==> src/rtl/cps_pkg.sv <==
package cps_pkg;
    localparam int COLS      = 50;
    localparam int ROWS      = 32;
    localparam int GLYPH_H   = 8;
    localparam int PIX_W     = 8;
    localparam int PIX_CYC   = 2;
    localparam int CELL_CYC  = PIX_W * PIX_CYC;
    localparam int PH_W      = $clog2(CELL_CYC);
    localparam int COL_W     = $clog2(COLS);
    localparam int GR_W      = $clog2(GLYPH_H);
    localparam int LINE_W    = $clog2(ROWS * GLYPH_H);
    localparam int IDX_W     = 8;
    localparam int SA_W      = $clog2(COLS * ROWS + 1);
    localparam int GA_W      = IDX_W + GR_W;
    localparam int CAP_PH    = 2;

    typedef struct packed {
        logic [COL_W-1:0] col;
        logic [PH_W-1:0]  ph;
    } cell_pos_t;

    function automatic logic last_cycle(input cell_pos_t p);
        return p.ph == PH_W'(CELL_CYC - 1);
    endfunction

    function automatic logic pixel_end(input cell_pos_t p);
        return (int'(p.ph) % PIX_CYC) == PIX_CYC - 1;
    endfunction
endpackage

==> src/rtl/cps_cell_timer.sv <==
module cps_cell_timer
    import cps_pkg::*;
(
    input  logic      clk,
    input  logic      rst,
    input  logic      win_i,
    output cell_pos_t pos_o
);
    always_ff @(posedge clk) begin
        if (rst || !win_i) begin
            pos_o <= '0;
        end else if (last_cycle(pos_o)) begin
            pos_o.ph  <= '0;
            pos_o.col <= (pos_o.col == COL_W'(COLS - 1)) ? '0 : pos_o.col + 1'b1;
        end else begin
            pos_o.ph <= pos_o.ph + 1'b1;
        end
    end

    a_r7_col_range: assert property (@(posedge clk) disable iff (rst)
        int'(pos_o.col) < COLS);

    a_r7_window_start: assert property (@(posedge clk) disable iff (rst)
        $rose(win_i) |-> (pos_o == '0));
endmodule

==> src/rtl/cps_fetch_unit.sv <==
module cps_fetch_unit
    import cps_pkg::*;
(
    input  logic              clk,
    input  logic              rst,
    input  logic              win_i,
    input  logic [LINE_W-1:0] line_i,
    input  cell_pos_t         pos_i,
    input  logic [IDX_W-1:0]  scr_data_i,
    input  logic [PIX_W-1:0]  glyph_data_i,
    output logic [SA_W-1:0]   scr_addr_o,
    output logic [GA_W-1:0]   glyph_addr_o,
    output logic [PIX_W-1:0]  stage_o
);
    logic [COL_W:0]  fetch_col;
    logic [SA_W-1:0] row_base;

    always_comb begin
        fetch_col    = win_i ? ({1'b0, pos_i.col} + (COL_W+1)'(1)) : '0;
        row_base     = SA_W'(line_i[LINE_W-1:GR_W]) * SA_W'(COLS);
        scr_addr_o   = row_base + SA_W'(fetch_col);
        glyph_addr_o = {scr_data_i, line_i[GR_W-1:0]};
    end

    always_ff @(posedge clk) begin
        if (rst) begin
            stage_o <= '0;
        end else if (!win_i || pos_i.ph == PH_W'(CAP_PH)) begin
            stage_o <= glyph_data_i;
        end
    end

    a_r5_stage_hold: assert property (@(posedge clk) disable iff (rst)
        (win_i && pos_i.ph != PH_W'(CAP_PH)) |=> $stable(stage_o));
endmodule

==> src/rtl/cps_pixel_shifter.sv <==
module cps_pixel_shifter
    import cps_pkg::*;
(
    input  logic             clk,
    input  logic             rst,
    input  logic             win_i,
    input  cell_pos_t        pos_i,
    input  logic [PIX_W-1:0] stage_i,
    output logic             video_o
);
    logic [PIX_W-1:0] shreg;

    always_ff @(posedge clk) begin
        if (rst) begin
            shreg <= '0;
        end else if (!win_i || last_cycle(pos_i)) begin
            shreg <= stage_i;
        end else if (pixel_end(pos_i)) begin
            shreg <= {shreg[PIX_W-2:0], 1'b0};
        end
    end

    assign video_o = win_i & shreg[PIX_W-1];

    a_r2_pixel_pair: assert property (@(posedge clk) disable iff (rst)
        (win_i && !pixel_end(pos_i)) |=> (!win_i || video_o == $past(video_o)));
endmodule

==> src/rtl/char_pixel_serializer.sv <==
module char_pixel_serializer
    import cps_pkg::*;
(
    input  logic        clk,
    input  logic        rst,
    input  logic        win_i,
    input  logic [7:0]  line_i,
    output logic [10:0] scr_addr_o,
    input  logic [7:0]  scr_data_i,
    output logic [10:0] glyph_addr_o,
    input  logic [7:0]  glyph_data_i,
    output logic        video_o
);
    cell_pos_t        pos;
    logic [PIX_W-1:0] stage;

    cps_cell_timer u_timer (
        .clk   (clk),
        .rst   (rst),
        .win_i (win_i),
        .pos_o (pos)
    );

    cps_fetch_unit u_fetch (
        .clk          (clk),
        .rst          (rst),
        .win_i        (win_i),
        .line_i       (line_i),
        .pos_i        (pos),
        .scr_data_i   (scr_data_i),
        .glyph_data_i (glyph_data_i),
        .scr_addr_o   (scr_addr_o),
        .glyph_addr_o (glyph_addr_o),
        .stage_o      (stage)
    );

    cps_pixel_shifter u_shift (
        .clk     (clk),
        .rst     (rst),
        .win_i   (win_i),
        .pos_i   (pos),
        .stage_i (stage),
        .video_o (video_o)
    );

    a_r5_seamless: assert property (@(posedge clk) disable iff (rst)
        (win_i && last_cycle(pos)) |=> (!win_i || video_o == $past(stage[PIX_W-1])));

    a_r6_dark_outside: assert property (@(posedge clk) disable iff (rst)
        $fell(win_i) |-> !video_o);
endmodule

==> config.mk <==
export PLATFORM = sky130hd
export DESIGN_NAME = char_pixel_serializer
export DESIGN_NICKNAME = d
export VERILOG_FILES = /design/src/rtl/cps_pkg.sv /design/src/rtl/cps_cell_timer.sv /design/src/rtl/cps_fetch_unit.sv /design/src/rtl/cps_pixel_shifter.sv /design/src/rtl/char_pixel_serializer.sv
export SDC_FILE = /design/constraint.sdc
export NUM_CORES = 1
export LEC_CHECK = 0
export ABC_AREA = 1
export BUFFER_PORTS_ARGS = -buffer_cell sky130_fd_sc_hd__buf_2
export CAP_MARGIN = 30
export CELL_PAD_IN_SITES_DETAIL_PLACEMENT = 0
export CELL_PAD_IN_SITES_GLOBAL_PLACEMENT = 1
export CORE_MARGIN = 2
export CORE_UTILIZATION = 38
export CTS_CLUSTER_SIZE = 30
export DETAILED_ROUTE_END_ITERATION = 7
export PLACE_DENSITY = 0.88
export SLEW_MARGIN = 20
export SYNTH_ARGS = -nofsm -noshare
export SYNTH_HDL_FRONTEND = slang
export SYNTH_SLANG_ARGS = --single-unit
==> constraint.sdc <==
create_clock -name clk -period 2.79 [get_ports clk]
set_input_delay 0.279 -clock clk [delete_from_list [all_inputs] [get_ports clk]]
set_output_delay 0.279 -clock clk [all_outputs]
set_load 0.05 [all_outputs]
Word-level counts from Yosys, hierarchy flattened. Cells that the tools add are included.

Word-level logic and storage cells: 23. Bits in registers: 26. Input bits: 27. Output and inout bits: 23.

$mul: 1. Equal/unequal tests: 3. Bitwise operators: 1. Reductions and logical operators: 6. Mux-type cells: 4. Add/sub/neg operators: 4.

Operators with widths (count): 8-bit two-way mux (2); 11-bit by 7-bit adder with 11-bit output (1); 5-bit by 5-bit multiplier with 10-bit output, second input constant (1); 6-bit by 1-bit adder with 7-bit output, second input constant (1); 7-bit two-way mux (1); 6-bit by 1-bit adder with 6-bit output, second input constant (1); 6-bit == test, second input constant (1); 6-bit two-way mux (1); 4-bit by 1-bit adder with 4-bit output, second input constant (1); 4-bit by 2-bit == test with 1-bit output, second input constant (1); 4-bit == test, second input constant (1); 1-bit logical OR (3); 2-bit nonzero test (1); 2-bit OR reduction (1); 1-bit AND (1); 1-bit logical NOT (1).

Logic depth before layout (Yosys ltp).
Word-level depth: 3. Gate-level depth with buffers: 15.

Hierarchy. Synthesis repeated with hierarchy kept, for this count alone.

Cell total of the unflattened synthesis: 323. Area total of the unflattened synthesis: 2177.1 µm².

By module, submodules not included: cps_fetch_unit (instances 1, cells an instance 175, area each 1176.1 µm²); cps_cell_timer (instances 1, cells an instance 69, area each 500.5 µm²); cps_pixel_shifter (instances 1, cells an instance 79, area each 500.5 µm²).

Worst setup path before layout. No wires, ideal clock.

Path kind: input to output. Start point: input port line_i[3]. End point: output port scr_addr_o[9]. Path slack: -0.537 ns. Stages on the path: 11. Data arrival time: 3.048 ns. Cell sequence: ha_1 -> ha_1 -> ha_1 -> fa_1 -> ha_1 -> nand2_1 -> inv_1 -> nand4_1 -> nand3_1 -> nand2_1 -> xnor2_1.

Cells in the longest elaborated chain, start to end: 2.

RTL lines: from (decl) (RTL line char_pixel_serializer.sv:7) `input logic [7:0] line_i,`; 5-bit by 5-bit multiplier with 10-bit output (RTL line cps_fetch_unit.sv:20) `row_base = SA_W'(line_i[LINE_W-1:GR_W]) * SA_W'(COLS);`; 11-bit by 7-bit adder with 11-bit output (RTL line cps_fetch_unit.sv:21) `scr_addr_o = row_base + SA_W'(fetch_col);`; to (decl) (RTL line char_pixel_serializer.sv:8) `output logic [10:0] scr_addr_o,`.

No other way between the ends.

Worst setup path after layout. Ends and elaborated chain as after synthesis.

==> results.json <==
{
  "place_congestion": 0.792,
  "cpMostUsedCell": "ha_4",
  "fin_hold_ws_ns": 0.221,
  "pwr_density_cell_mw_per_mm2": 468,
  "ff_latch_area_um2": 527,
  "synth-adder-area-share_pct": 19.0,
  "synth_nets": 315,
  "end_kind": "output port",
  "setup_ws_ns": -0.0187,
  "drv_cap": 0,
  "dr.pass1.iters": 4,
  "syn-instance-count": 260,
  "syn_area_mm2": 0.00193,
  "multi_input_area_mm2": 0.00139,
  "synth_top_family_by_area": "simple AND/OR/NAND/NOR gates",
  "portBuffers": 27,
  "grt_usage_pct": 14.6,
  "path_class": "in2out",
  "cp_cell_sequence": "buf_8, ha_4, ha_4, ha_4, fa_1, ha_4, nand2_2, inv_2, nand4_1, nand3_4, nand2_4, xnor2_4, buf_6",
  "synth-compound-area-share_pct": 9.61,
  "core_area_mm2": 0.00482,
  "drt_iter0_drc": 38,
  "violations": "setup timing",
  "power_frac_seq_pct": 33.9,
  "dp_cells": 355,
  "die-area_mm2": 0.00566,
  "swShare_pct": 33.7,
  "diodes": 0,
  "ioPinCount": 50,
  "antenna_found_initial": 0,
  "synth_top_area_share_pct": 27.0,
  "p_sw_uw": 392,
  "ys_top_cells_by_area": "dfxtp_1 (27%), ha_1 (17%), nand2_1 (12%)",
  "wl_per_cell_um": 10.9,
  "drc": 0,
  "finish.instance_area_mm2": 0.00249,
  "status": "complete, but fails checks",
  "synth_flop_cell": "dfxtp_1",
  "synth-xor-area-share_pct": 6.36,
  "area_growth_pct": 29.2,
  "hold_class": "in2reg",
  "maxSlewViolCount": 0,
  "yosysTopAreaCell": "dfxtp_1",
  "grt_pass1_wl_um": 6620,
  "cts_buffer_depth": 2,
  "critical-path-max-stage-delay_ns": 0.49,
  "cp.required_ns": 2.51,
  "clockRootBuffer": "clkbuf_8",
  "grt_max_degree": 16,
  "synth-edff-count": 0,
  "cp_max_fo": 3,
  "fin_crit_ns": 2.81,
  "skew_ns": 0.00657,
  "async_flop_share_pct": 0,
  "insertion_delay_ns": 0.27,
  "tns_ns": -0.0187,
  "num_rows": 25,
  "avgSynthCellArea_um2": 7.41,
  "yosys-top-cells-count": "nand2_1 (61), nor2_1 (33), dfxtp_1 (26), ha_1 (26), inv_1 (25)",
  "rsz0062_at_grt": "yes",
  "crit_path_top_delay_cell": "fa_1",
  "cts_tree": "done",
  "nets": 351,
  "synth.ff_latch_count": 26,
  "cp_data_arrival_time_ns": 2.53,
  "hold_violations": 0,
  "r2r_slack_ns": 1.25,
  "startpoint_type": "input port",
  "grt_pass1_vias": 1609,
  "yosysMostFrequentCell": "nand2_1",
  "postRouteAntennaNets": 0,
  "worstMarginPinSlew_ns": 0.374,
  "ys_seq_area_share_pct": 27.0,
  "vias": 1658,
  "wirelength_um": 3950,
  "dp_hpwl_um": 3080,
  "max_freq_mhz": 356,
  "gr-total-overflow": 0,
  "cts-htree-levels": 1,
  "fin_crit_sh_pct": 101,
  "fillCellCount": 488,
  "numCtsBuffers": 3,
  "irDropWorstVdd_mv": 0.423,
  "maxSlewHeadroom_pct": 74.9,
  "cts_sinks": 26,
  "synthMuxAreaShare_pct": 0,
  "p_clk_share_pct": 26.8,
  "internal_power_uw": 772,
  "yosysWarningCount": 0,
  "instances_no_fill": 362,
  "die_y_um": 75.2,
  "placed_cell_area_mm2": 0.00223,
  "netlist-cell-type-count": 28,
  "p_comb_share_pct": 39.3,
  "drive_above_1_share_pct": 28.8,
  "finalSetupViolations": 1,
  "clkTransAtPathRegs_ns": 0.09,
  "initial_utilization_pct": 40.0,
  "synth-simple-area-share_pct": 27.3,
  "die_w_um": 75.2,
  "total_leakage_power_uw": 0.00122,
  "via_per_inst": 4.58
}
## flip-flops by register name, summed over array words and instances (netlist names)
signal / cells
u_shift.shreg: 8
u_fetch.stage_o: 8
u_timer.pos_o: 10
## what timing repair did
item / in CTS / in global routing
pin swaps: 8 / 3
hold buffers: 0 / 0
gates resized for setup: 13 / 22
setup buffers: 1 / 2
endpoints found under the setup margin: 6 / 6
## placed cells by master (no fill, tap or decap), types with 2 or more instances in the layout
cell type  synthesis  final
inv_2              3      4
nand2_1           61     57
nand3_1           15     12
dfxtp_1           26     23
fa_1               2      2
o21ai_0            9      9
a31oi_2            2      2
nor2_1            33     33
clkbuf_8           0      3
nand2_4            2      3
dfxtp_2            0      2
buf_8              1      2
xor2_1             9      7
a31oi_1            4      4
xnor2_1            5      3
ha_4               0      8
nand3_2            0      2
nor3_1             2      2
nor2_4             3      3
o21ai_1            4      4
ha_1              26     18
buf_6              0      4
a21oi_1            5      4
buf_4             11     18
nand4_1            2      2
o22ai_1            3      3
inv_1             25     24
nand2_2            2      5
buf_2              1     20
## power by group through the flow
stage / Clock (uW) / Combinational (uW) / Sequential [uW]
final: 312 / 458 / 395
after global routing: 337 / 506 / 397
after CTS: 319 / 426 / 396
after detailed placement: 0 / 399 / 404
after global placement: 0 / 395 / 404
after floorplan: 0 / 330 / 402
## critical path: cells and delay by family
family,cells,cell delay (ns)
and+or+nand+nor,4,0.39
xor gates and xnor gates,1,0.13
buffers and inverters,3,0.32
adders and majority gates,5,1.41
## routing by layer
metal | track usage, % | vias to the layer above | routed length [um]
met5 | 0 | - | 0
met4 | 2.92 | 0 | 23
met3 | 1.74 | 4 | 130
met2 | 27.0 | 31 | 1930
met1 | 18.3 | 724 | 1860
li1 | - | 899 | -
## area by class of cell
type	count	share of cell area, %
Multi-Input combinational cell	193	55.9
Clock inverter	1	1.21
Inverter	28	4.22
Timing Repair Buffer	44	12.5
Tap cell	67	3.37
Sequential cell	26	21.2
Clock buffer	3	1.66
## cell families after synthesis
kind of cell / Yosys count
AND/OR/NAND/NOR: 121
flip-flops: 26
adder cells (fa/ha/maj): 28
AO/OA/AOI/OAI: 30
XOR/XNOR: 14
buffers and inverters: 41
## per-stage QoR
step	power [uW]	setup WS [ns]	util [%]
2_1_floorplan	732	-0.00255	-
5_1_grt	1240	-0.137	51.7
3_3_place_gp	800	-0.201	46.3
6_report	1160	-0.0187	51.7
3_5_place_dp	803	-0.226	46.3
4_1_cts	1140	-0.0242	49.1
## worst paths after layout
kind | startpoint | to | cells past startpoint
max reg2reg | u_timer.pos_o[0] | u_timer.pos_o[9] | 7
min reg2reg | u_fetch.stage_o[0] | u_shift.shreg[0] | 2
min | glyph_data_i[2] | u_fetch.stage_o[2] | 3
max | line_i[3] | scr_addr_o[9] | 13
Note: power is estimated with default switching activity, not from simulation.
